[src/rtl/keyer_pkg.sv]
package keyer_pkg;

    typedef enum logic [1:0] {
        ST_DIP  = 2'd0,
        ST_FULL = 2'd1,
        ST_MARK = 2'd2
    } key_state_t;

    localparam logic [1:0] SCALE_FULL    = 2'b00;
    localparam logic [1:0] SCALE_QUARTER = 2'b10;
    localparam logic [1:0] SCALE_EIGHTH  = 2'b11;

endpackage

[src/rtl/keyer_ms_timer.sv]
module keyer_ms_timer #(
    parameter int TICKS = 1000,
    parameter int MS_W  = $clog2(TICKS)
) (
    input  logic            clk,
    input  logic            rst_n,
    input  logic            tick,
    input  logic            restart,
    output logic [MS_W-1:0] ms_cnt,
    output logic            ms_last
);

    localparam logic [MS_W-1:0] LAST = MS_W'(TICKS - 1);

    assign ms_last = (ms_cnt == LAST);

    always_ff @(posedge clk) begin
        if (!rst_n) begin
            ms_cnt <= '0;
        end else if (restart) begin
            ms_cnt <= '0;
        end else if (tick) begin
            if (ms_last) begin
                ms_cnt <= '0;
            end else begin
                ms_cnt <= ms_cnt + 1'b1;
            end
        end
    end

endmodule

[src/rtl/keyer_sec_counter.sv]
module keyer_sec_counter #(
    parameter int SECS  = 60,
    parameter int SEC_W = $clog2(SECS)
) (
    input  logic             clk,
    input  logic             rst_n,
    input  logic             advance,
    input  logic             load,
    input  logic [SEC_W-1:0] load_val,
    output logic [SEC_W-1:0] sec,
    output logic             is_marker,
    output logic             next_marker,
    output logic             load_marker
);

    localparam logic [SEC_W-1:0] MARK     = SEC_W'(SECS - 1);
    localparam logic [SEC_W-1:0] PRE_MARK = SEC_W'(SECS - 2);

    assign is_marker   = (sec == MARK);
    assign next_marker = (sec == PRE_MARK);
    assign load_marker = (load_val == MARK);

    always_ff @(posedge clk) begin
        if (!rst_n) begin
            sec <= MARK;
        end else if (load) begin
            sec <= load_val;
        end else if (advance) begin
            if (is_marker) begin
                sec <= '0;
            end else begin
                sec <= sec + 1'b1;
            end
        end
    end

endmodule

[src/rtl/keyer_frame_store.sv]
module keyer_frame_store #(
    parameter int W = 60
) (
    input  logic         clk,
    input  logic         rst_n,
    input  logic         capture,
    input  logic [W-1:0] frame_in,
    output logic [W-1:0] frame_q
);

    always_ff @(posedge clk) begin
        if (!rst_n) begin
            frame_q <= '0;
        end else if (capture) begin
            frame_q <= frame_in;
        end
    end

endmodule

[src/rtl/keyer_fsm.sv]
module keyer_fsm
    import keyer_pkg::*;
#(
    parameter int MS_W = 10
) (
    input  logic            clk,
    input  logic            rst_n,
    input  logic            tick,
    input  logic            load,
    input  logic            load_marker,
    input  logic            ms_last,
    input  logic            next_marker,
    input  logic [MS_W-1:0] ms_cnt,
    input  logic [MS_W-1:0] dip_last_idx,
    input  logic            pol_inv,
    output key_state_t      state,
    output logic [1:0]      ch1_scale,
    output logic [1:0]      ch2_scale,
    output logic            bin_out
);

    key_state_t state_nxt;
    logic       dip_done;

    assign dip_done = tick && (ms_cnt == dip_last_idx);

    always_comb begin
        state_nxt = state;
        if (load) begin
            state_nxt = load_marker ? ST_MARK : ST_DIP;
        end else begin
            unique case (state)
                ST_DIP: begin
                    if (dip_done) begin
                        state_nxt = ST_FULL;
                    end
                end
                ST_FULL: begin
                    if (tick && ms_last) begin
                        state_nxt = next_marker ? ST_MARK : ST_DIP;
                    end
                end
                ST_MARK: begin
                    if (tick && ms_last) begin
                        state_nxt = ST_DIP;
                    end
                end
                default: state_nxt = ST_MARK;
            endcase
        end
    end

    always_ff @(posedge clk) begin
        if (!rst_n) begin
            state <= ST_MARK;
        end else begin
            state <= state_nxt;
        end
    end

    always_comb begin
        unique case (state)
            ST_DIP: begin
                ch1_scale = SCALE_QUARTER;
                ch2_scale = SCALE_EIGHTH;
                bin_out   = pol_inv;
            end
            ST_FULL, ST_MARK: begin
                ch1_scale = SCALE_FULL;
                ch2_scale = SCALE_FULL;
                bin_out   = !pol_inv;
            end
            default: begin
                ch1_scale = SCALE_FULL;
                ch2_scale = SCALE_FULL;
                bin_out   = !pol_inv;
            end
        endcase
    end

endmodule

[src/rtl/keyer_top.sv]
module keyer_top
    import keyer_pkg::*;
#(
    parameter int TICKS_PER_SEC = 1000,
    parameter int SHORT_TICKS   = 100,
    parameter int LONG_TICKS    = 200,
    parameter int SECS_PER_MIN  = 60,
    parameter int SEC_W         = $clog2(SECS_PER_MIN)
) (
    input  logic                    clk,
    input  logic                    rst_n,
    input  logic                    tick_ms,
    input  logic                    pol_inv,
    input  logic                    load_sec,
    input  logic [SEC_W-1:0]        load_val,
    input  logic [SECS_PER_MIN-1:0] frame_in,
    output logic                    frame_req,
    output logic [SEC_W-1:0]        sec_idx,
    output logic [1:0]              ch1_scale,
    output logic [1:0]              ch2_scale,
    output logic                    bin_out
);

    localparam int MS_W = $clog2(TICKS_PER_SEC);
    localparam logic [MS_W-1:0] SHORT_LAST = MS_W'(SHORT_TICKS - 1);
    localparam logic [MS_W-1:0] LONG_LAST  = MS_W'(LONG_TICKS - 1);

    logic [MS_W-1:0]         ms_cnt;
    logic                    ms_last;
    logic                    sec_advance;
    logic                    is_marker;
    logic                    next_marker;
    logic                    load_marker;
    logic                    capture;
    logic [SECS_PER_MIN-1:0] frame_q;
    logic                    cur_bit;
    logic [MS_W-1:0]         dip_last_idx;
    key_state_t              state;

    assign sec_advance  = tick_ms && ms_last && !load_sec;
    assign capture      = sec_advance && is_marker;
    assign cur_bit      = frame_q[sec_idx];
    assign dip_last_idx = cur_bit ? LONG_LAST : SHORT_LAST;
    assign frame_req    = is_marker;

    keyer_ms_timer #(
        .TICKS (TICKS_PER_SEC),
        .MS_W  (MS_W)
    ) u_ms (
        .clk     (clk),
        .rst_n   (rst_n),
        .tick    (tick_ms),
        .restart (load_sec),
        .ms_cnt  (ms_cnt),
        .ms_last (ms_last)
    );

    keyer_sec_counter #(
        .SECS  (SECS_PER_MIN),
        .SEC_W (SEC_W)
    ) u_sec (
        .clk         (clk),
        .rst_n       (rst_n),
        .advance     (sec_advance),
        .load        (load_sec),
        .load_val    (load_val),
        .sec         (sec_idx),
        .is_marker   (is_marker),
        .next_marker (next_marker),
        .load_marker (load_marker)
    );

    keyer_frame_store #(
        .W (SECS_PER_MIN)
    ) u_frame (
        .clk      (clk),
        .rst_n    (rst_n),
        .capture  (capture),
        .frame_in (frame_in),
        .frame_q  (frame_q)
    );

    keyer_fsm #(
        .MS_W (MS_W)
    ) u_fsm (
        .clk          (clk),
        .rst_n        (rst_n),
        .tick         (tick_ms),
        .load         (load_sec),
        .load_marker  (load_marker),
        .ms_last      (ms_last),
        .next_marker  (next_marker),
        .ms_cnt       (ms_cnt),
        .dip_last_idx (dip_last_idx),
        .pol_inv      (pol_inv),
        .state        (state),
        .ch1_scale    (ch1_scale),
        .ch2_scale    (ch2_scale),
        .bin_out      (bin_out)
    );

endmodule

[config.mk]
export PLATFORM = sky130hd
export DESIGN_NAME = keyer_top
export DESIGN_NICKNAME = d
export VERILOG_FILES = /design/src/rtl/keyer_pkg.sv /design/src/rtl/keyer_ms_timer.sv /design/src/rtl/keyer_sec_counter.sv /design/src/rtl/keyer_frame_store.sv /design/src/rtl/keyer_fsm.sv /design/src/rtl/keyer_top.sv
export SDC_FILE = /design/constraint.sdc
export NUM_CORES = 1
export LEC_CHECK = 0
export BUFFER_PORTS_ARGS = -buffer_cell sky130_fd_sc_hd__buf_2
export CAP_MARGIN = 40
export CORE_MARGIN = 3
export CORE_UTILIZATION = 25
export DETAILED_ROUTE_END_ITERATION = 12
export PLACE_DENSITY_LB_ADDON = 0.3
export SETUP_SLACK_MARGIN = 0.05
export SYNTH_ARGS = -nofsm -noshare
export SYNTH_HDL_FRONTEND = slang
export SYNTH_SLANG_ARGS = --single-unit
[constraint.sdc]
create_clock -name clk -period 2.5 [get_ports clk]
set_clock_uncertainty 0.05 [all_clocks]
set_input_delay 0.25 -clock clk [delete_from_list [all_inputs] [get_ports clk]]
set_output_delay 0.25 -clock clk [all_outputs]
set_load 0.05 [all_outputs]
* After elaboration in Yosys (flattened, before gate mapping)
Cells that the tools add are included.
** Word-level totals
- Register bits after elaboration :: 78
- Input bits :: 71
- Output and inout bits :: 12
- Logic and storage cells :: 45
** Operators by class
- Add/subtract/negate cells :: 2
- Order comparisons :: 1
- Equality and inequality tests :: 10
- Muxes and demuxes :: 17
- Bitwise logic cells :: 1
- Reductions and logical operators :: 10
** Operators with widths (count)
- equality test 6 bit (second input constant) :: 3
- 2-to-1 mux 6 bit :: 3
- 2-to-1 mux 2 bit :: 8
- adder 10 x 1 -> 10 bit (second input constant) :: 1
- equality test 10 bit (second input constant) :: 1
- equality test 10 x 8 -> 1 bit :: 1
- 2-to-1 mux 10 bit :: 1
- 2-to-1 mux 8 bit :: 1
- less-than comparator 6 x 7 -> 1 bit (second input constant) :: 1
- adder 6 x 1 -> 6 bit (second input constant) :: 1
- binary-select mux 1 bit (select 6 bit) :: 1
- != test 3 bit (second input constant) :: 2
- one-hot mux 2 bit (3 select lines) :: 1
- logical AND 1 bit :: 4
- != test 3 x 2 -> 1 bit (second input constant) :: 1
- AND reduction 3 bit :: 1
- equality test 2 x 1 -> 1 bit (second input constant) :: 1
- equality test 2 bit (second input constant) :: 1
- zero test 1 bit :: 2
- zero test 2 bit :: 1
- 2-to-1 mux 1 bit :: 2
- nonzero test 2 bit :: 1
- OR reduction 2 bit :: 1
- inverter 1 bit :: 1

* Depth between registers and ports, before layout
Gate-level depths: netlist of the first run.
- Word-level depth :: 8
- Gate-level depth with buffers :: 9
- Mapped depth without buffers :: 8

* Cells and area by module
From an unflattened synthesis of the first run, not the netlist that was laid out.
** Unflattened totals
- Cells, all modules :: 372
- Area total of the unflattened synthesis :: 4040.1 um^2
** Modules (own cells, without submodules)
- keyer_frame_store :: times used 1, cells each 193, area each 2301.0 um^2, seq. area each 1201.2 um^2
- keyer_top :: times used 1, cells each 46, area each 563.0 um^2, seq. area each 0.0 um^2
- keyer_ms_timer :: times used 1, cells each 52, area each 504.2 um^2, seq. area each 200.2 um^2
- keyer_sec_counter :: times used 1, cells each 51, area each 424.2 um^2, seq. area each 120.1 um^2
- keyer_fsm :: times used 1, cells each 30, area each 247.7 um^2, seq. area each 40.0 um^2

* Worst setup path after synthesis of the first run
Ideal clock, no wire load.
- Path kind :: register to register
- From :: register u_sec.sec[0]
- To :: register u_fsm.state[0]
- Arrival time :: 2239 ps
- Slack :: 92 ps
- Stages on the path, launching flop included :: 9
- Path buffers :: 1
- Period minus slack after synthesis :: 2408 ps
- Cells stage by stage :: dfxtp_1 > buf_6 > mux2_2 > a22oi_1 > o311ai_1 > a211o_1 > a31oi_1 > mux2i_1 > o21ai_1
** On the way
- Longest elaborated chain between the ends :: 7
** RTL lines
- from (decl) :: RTL line keyer_sec_counter.sv:10 : output logic [SEC_W-1:0] sec,
- from (signal assigned) :: RTL line keyer_sec_counter.sv:27 : sec <= load_val;
- from (signal assigned) :: RTL line keyer_sec_counter.sv:32 : sec <= sec + 1'b1;
- binary-select mux 1 bit (select 6 bit) :: RTL line keyer_top.sv:42 : assign cur_bit = frame_q[sec_idx];
- 2-to-1 mux 1 bit (not written as such) :: RTL line keyer_top.sv:42
- 2-to-1 mux 8 bit :: RTL line keyer_top.sv:43 : assign dip_last_idx = cur_bit ? LONG_LAST : SHORT_LAST;
- equality test 10 x 8 -> 1 bit :: RTL line keyer_fsm.sv:25 : assign dip_done = tick && (ms_cnt == dip_last_idx);
- logical AND 1 bit :: RTL line keyer_fsm.sv:25
- != test 3 x 2 -> 1 bit (no line)
- AND reduction 3 bit (no line)
- to (signal assigned) :: RTL line keyer_fsm.sv:57 : state <= state_nxt;
- to (decl) :: RTL line keyer_fsm.sv:16 : output key_state_t state,
No other way between the ends. The select of a mux whose other input is x is not followed.
A chain may end at the register's enable or synchronous reset.

* Worst setup path after layout of the first run
- From :: register u_sec.sec[1]
- To :: register u_fsm.state[0]
The elaborated chain is that of the path after synthesis.

==> results of run 1 <==
[area by class of cell]
type | instances | area [µm²]
clock buffers | 10 | 229
clock inverters | 6 | 86.3
fillers | 1570 | 9990
inverters | 4 | 15.0
multi-input cells | 320 | 2060
flip-flops and latches | 78 | 1560
well taps | 184 | 230
repair buffers | 94 | 536
[per-stage QoR]
stage	util, %	instances	hold WS, ns
floorplan	-	436	0.329
global placement	29.6	680	0.386
detailed placement	29.6	680	0.389
CTS	31.8	696	0.107
global route	32.1	696	0.128
finish	32.1	696	0.117
[report_power, final]
part | leakage [µW] | internal, µW | total, µW | switching (µW)
logic | 0.00110 | 109 | 263 | 154
registers | 0.000630 | 1250 | 1260 | 12.8
clock network | 0.000152 | 872 | 1360 | 492
[path summary, 6_finish.rpt]
check | start | end | slack [ns] | cells past startpoint
hold reg to reg | u_frame.frame_q[23] | u_frame.frame_q[23] | 0.39 | 2
hold / removal | frame_in[59] | u_frame.frame_q[59] | 0.12 | 3
setup reg to reg | u_sec.sec[1] | u_fsm.state[0] | 0.15 | 7
setup / recovery | u_sec.sec[1] | u_fsm.state[0] | 0.15 | 7
[registers in the layout, summed over array words and instances (netlist names)]
name,count
u_frame.frame_q,60
u_ms.ms_cnt,10
u_sec.sec,6
u_fsm.state,2
[routing by layer]
layer	vias to the layer above	global-route usage, %	routed length (µm)
met2	83	20.3	4730
met4	0	3.34	138
met1	1470	16.1	4530
met3	11	2.68	560
li1	1630	-	-
met5	-	0	0
[kinds of logic (layout without fill, tap and decap cells)]
| kind of cell | count (synthesis) | after routing |
|---|---|---|
| XOR/XNOR | 10 | 10 |
| adder cells (fa/ha/maj) | 3 | 3 |
| AND/OR/NAND/NOR | 190 | 190 |
| flip-flops | 78 | 78 |
| buffers and inverters | 38 | 114 |
| multiplexers | 30 | 30 |
| AO/OA/AOI/OAI | 86 | 86 |
| other | 1 | 1 |
[worst max-delay path: cells and delay by family (launching register included)]
family	cells	cell delay [ns]
AO/OA/AOI/OAI	3	0.52
buffers and inverters	1	0.29
flip-flops	1	0.46
multiplexers	2	0.82
AND/OR/NAND/NOR	1	0.09
[cells in the final DEF (no fill, tap or decap), types with 3 or more instances in the layout]
cell | synthesis | final
xor2_1 | 5 | 5
nand4_1 | 8 | 8
and2_1 | 4 | 4
a22oi_1 | 3 | 3
ha_1 | 3 | 3
mux4_1 | 8 | 8
nand3_1 | 3 | 3
clkbuf_16 | 0 | 9
dfxtp_1 | 78 | 78
buf_2 | 17 | 81
nand2_1 | 139 | 139
a21oi_1 | 4 | 4
buf_4 | 3 | 9
xnor2_1 | 5 | 5
mux2i_1 | 18 | 18
a21boi_1 | 23 | 23
a21boi_0 | 37 | 37
nor2_1 | 14 | 14
o21ai_0 | 4 | 4
nor2b_1 | 4 | 4
inv_1 | 4 | 4
[what timing repair did]
action	CTS	global route
endpoints found under the setup margin	0	34
gates resized for setup	0	10
buffers inserted	0	0
endpoints found under the hold margin	0	0
hold buffers	0	0
==> reports/metrics.cfg, run 1 <==
[status]
status = finished, final reports clean

[critical_path]
worst_setup_path_end_kind = register
cpPeakStageDelay_ns = 0.60
cp-start-kind = register
worst-setup-path-type = reg -> reg
crit_chain = buf_4 > mux4_1 > nand2_1 > a41oi_1 > a31oi_2 > mux2i_1 > o21ai_1
arrival_ns = 2.51
cp_max_fo = 15
cp_slowest_cell = mux4_1
crit_required_ns = 2.66

[clocking]
cts-root-buf = clkbuf_16
path_clk_slew_ns = 0.06
clockBufferDepth = 2
cts_tree = yes
htreeDepth = 3
cts_buffers = 9
worstSkewPairLatency_ns = 0.32
clock_sinks = 78

[floorplan]
row_count = 44
fp.dieW_um = 129
die-area_um2 = 16700
pin_count = 83
start_util_pct = 25.8
core-area_um2 = 14700
die_h_um = 129

[final_layout]
area_growth_pct = 24.4
num-nets-final = 581
n_antenna_cell = 0
finalInstanceArea_um2 = 4710
layout-drive-gt1-share_pct = 23.0

[routing]
drt-total-wl_mm = 9.95
drcViolationCount = 0
dr.pass1.iters = 4
via_per_inst = 4.59
ant_nets = 0
first_iter_violations = 184
wire_per_inst_um = 14.3
vias = 3194

[sta]
totalNegativeSetupSlack_ns = 0
hold_viol = 0
finalCritPeriodShare_pct = 93.9
worst_pin_slew_ns = 0.501
final.setup.worst_slack_ns = 0.152
rsz0062_at_grt = no
max_freq_mhz = 426
min_period_ns = 2.35
relSlewSlack_pct = 66.6
slew_violations = 0
setup_viol = 0

[placed_design]
gp_congestion = 0.800
portBuffers = 81
hpwl_mm = 7.51
dpl-instance-area_um2 = 4350
dpl_worst_slack_ns = 0.105

[synth]
yosys.cell_count.top_type = nand2_1
syn-num-nets = 510
async_reset_ff_share_pct = 0
syn_inst = 436
synth_xor_xnor_area_share_pct = 2.31
yosys_warnings = 0
synth_edf_count = 0
synth_top_area_share_pct = 41.2
synthMuxAreaShare_pct = 11.9
synth_seq_area_share_pct = 41.2
synth_common_cells = nand2_1, dfxtp_1, a21boi_0
synth_compound_area_share_pct = 16.6
synth_adder_area_share_pct = 0.990
syn_area_um2 = 3790
yosysTopAreaCell = dfxtp_1
ys_ff_latch = 78
synth_top_family_by_area = simple AND/OR/NAND/NOR gates
synth_area_leaders = dfxtp_1, nand2_1, a21boi_0
syn_avg_cell_area_um2 = 8.69
synthFlopType = dfxtp_1
synth-simple-area-share_pct = 21.9
synth_cell_types = 49

[power]
total_power_uw = 2890
max-vdd-ir-drop_mv = 0.364
cellLeakagePower_uw = 0.00188
power.density_nw_per_um2 = 613

[worst_hold_path]
hold_class = in -> reg

[run]
drv_cap = 0

[grt]
grt_pass1_vias = 3323
grt_max_degree = 39
gr-usage-all-layers_pct = 12.2
antenna_found_initial = 0
grt_pass1_wl_mm = 16.4
gr-total-overflow = 0

No activity file was read; power rests on OpenSTA's default activity.
==> run 2: changes to the inputs <==
--- a/config.mk
+++ b/config.mk
@@ -5,10 +5,12 @@
 export SDC_FILE = /design/constraint.sdc
 export NUM_CORES = 1
 export LEC_CHECK = 0
+export ABC_AREA = 1
 export BUFFER_PORTS_ARGS = -buffer_cell sky130_fd_sc_hd__buf_2
 export CAP_MARGIN = 40
 export CORE_MARGIN = 3
 export CORE_UTILIZATION = 25
+export CTS_CLUSTER_SIZE = 24
 export DETAILED_ROUTE_END_ITERATION = 12
 export PLACE_DENSITY_LB_ADDON = 0.3
 export SETUP_SLACK_MARGIN = 0.05
==> run 2 against run 1 <==
  * Critical path depth increased by 2
  * Register-to-register slack improved by 0.15 ns
  * Synthesized cell count increased by 36%
  * Clock-buffer cell count increased by 4
  * Sequential power about the same
  * Sequential cell count unchanged
  * Core utilization decreased by 0.94 points
  * Critical endpoint is now u_frame.frame_q[21]
  * Highest routed layer unchanged
==> reports/metrics.cfg, run 2 <==
[status]
status = finished, final reports clean

[grt]
grt_max_degree = 40
grt_pass1_vias = 3949
antenna_found_initial = 0
gr-usage-all-layers_pct = 13.7
grt_pass1_wl_mm = 19.9
gr-total-overflow = 0

[routing]
via_per_inst = 4.46
drcViolationCount = 0
drt-total-wl_mm = 12.2
vias = 3915
wire_per_inst_um = 13.9
dr.pass1.iters = 5
ant_nets = 0
first_iter_violations = 201

[clocking]
htreeDepth = 3
cts_tree = yes
worstSkewPairLatency_ns = 0.34
cts_resized = 0
cts_buffers = 9
postCtsHoldBufs = 0
path_clk_slew_ns = 0.06
post_cts_buffers = 0
clockBufferDepth = 2
cts-root-buf = clkbuf_16
clock_sinks = 78

[synth]
synth_cell_types = 34
syn_avg_cell_area_um2 = 7.15
synth_area_leaders = dfxtp_1, nor3_2, nor3_1
synthFlopType = dfxtp_1
async_reset_ff_share_pct = 0
syn_inst = 592
synth_common_cells = nand2_1, nor2_1, nor3_1
syn_area_um2 = 4240
yosys.cell_count.top_type = nand2_1
yosysTopAreaCell = dfxtp_1
ys_ff_latch = 78
yosys_warnings = 0
synth_top_area_share_pct = 36.9
syn-num-nets = 666
synth_seq_area_share_pct = 36.9
synth_edf_count = 0

[power]
max-vdd-ir-drop_mv = 0.353
clockPowerShare_pct = 42.0
power_frac_seq_pct = 44.0
cellLeakagePower_uw = 0.00205
swShare_pct = 27.3
power.density_nw_per_um2 = 571
share_comb_of_total_power_pct = 13.9
power.switching_uw = 788
total_power_uw = 2880
p_int_uw = 2100

[worst_hold_path]
whs_path_depth = 3
hold_class = in -> reg
hold_path_end = u_sec.sec[3]
hp-start = load_val[3]

[final_layout]
fill_cells = 1856
num-nets-final = 732
n_antenna_cell = 0
area_growth_pct = 19.3
largest-register = u_frame.frame_q
post-route-util_pct = 31.1
multi_input_area_um2 = 2240
layout-drive-gt1-share_pct = 25.7
final_common_cell = nand2_1
area.sequential_um2 = 1560
layout_common_cells = nand2_1, nor2_1, nor3_1, buf_2, dfxtp_1
largestRegisters = u_frame.frame_q: 60 flops, u_ms.ms_cnt: 10 flops, u_sec.sec: 6 flops
largest_reg_flops = 60
stdcell_count = 878

[sta]
slew_violations = 0
totalNegativeSetupSlack_ns = 0
rsz0062_at_grt = no
hold_viol = 0
finalCritPeriodShare_pct = 87.9
setup_viol = 0
min_period_ns = 2.20
final.setup.worst_slack_ns = 0.301
max_freq_mhz = 455

[floorplan]
die_h_um = 136
core-area_um2 = 16200
pin_count = 83
start_util_pct = 26.1
row_count = 46
die-area_um2 = 18500
fp.dieW_um = 136

[critical_path]
arrival_ns = 2.36
crit_required_ns = 2.67
rrSetupSlack_ns = 0.30
cp-start-kind = register
timing.rr.start = u_ms.ms_cnt[0]
reg2reg_to = u_frame.frame_q[21]
worst-setup-path-type = reg -> reg
worst_setup_path_end_kind = register
cp_max_fo = 32
r2r_cells = 9

[placed_design]
dp.cells = 863
dpl_worst_slack_ns = 0.327
hpwl_mm = 8.70
portBuffers = 81
gp_congestion = 0.780

[run]
drv_cap = 0

## run 2: cell count changes after synthesis, sizes merged, moves of 5 or more
cell    previous run  this run
nand4              8         0
mux2i             18         0
nand2            139       112
a21oi              4        12
mux4               9         0
o21ai              5        10
nor3               3       135
inv                4        46
nand3              3        43
clkbuf            12        18
a21boi            60         0
nor2              14        93
## run 2: how the worst max path moves through the flow
stage	from	to	cells after the start
after global placement	u_ms.ms_cnt[0]	u_frame.frame_q[21]	9
final	u_ms.ms_cnt[0]	u_frame.frame_q[21]	9
after detailed placement	u_ms.ms_cnt[0]	u_frame.frame_q[30]	9
after CTS	u_ms.ms_cnt[0]	u_frame.frame_q[30]	9
after global routing	u_ms.ms_cnt[0]	u_frame.frame_q[22]	9
after floorplan	u_sec.sec[1]	u_frame.frame_q[10]	7
## run 2: final cells by class
type	instances	area share, %
timing repair buffer	95	10.6
tap	216	5.35
multi-input combinational	428	44.3
clock inverter	1	0.0991
inverter	46	3.52
sequential	78	30.9
clock buffer	14	5.23
## run 2: stage by stage
stage                     area, µm²  hold slack [ns]
after detailed placement       4780            0.429
after global routing           5050            0.144
after global placement         4780            0.424
after floorplan                4240            0.322
final                          5050            0.128
after CTS                      5050            0.121
## run 2: power by group through the flow
stage / clock network (µW) / logic [µW] / registers, µW
final: 1210 / 402 / 1270
after global routing: 1290 / 445 / 1270
after global placement: 0 / 407 / 1300
after floorplan: 0 / 252 / 1310
after CTS: 1250 / 408 / 1270
after detailed placement: 0 / 407 / 1300
## run 2: metal layers
| metal | vias to the layer above | GRT usage (%) | wire length, µm |
|---|---|---|---|
| met5 | - | 0 | 0 |
| met4 | 0 | 4.76 | 197 |
| met3 | 13 | 3.18 | 569 |
| met2 | 71 | 22.3 | 5470 |
| met1 | 1765 | 17.8 | 5990 |
| li1 | 2066 | - | - |
## run 2: critical path, stage by stage (launching register included)
cell and delay, ns:
dfxtp_1 0.37, ha_1 0.22, nand2_2 0.08, nor3_1 0.18
nand3_1 0.10, nor2_1 0.12, nand2_2 0.26, buf_4 0.35
nor3_1 0.25, nor3_2 0.07
## run 2: logic make-up (layout without fill, tap and decap cells)
group	Yosys count	in the layout	share of synthesized area [%]
AOI/OAI and AO/OA	32	32	4.40
xor gates and xnor gates	6	6	1.24
DFF	78	78	36.9
and+or+nand+nor	386	386	46.2
buffers and inverters	86	156	10.3
other	1	1	0.0885
adders and majority gates	3	3	0.886
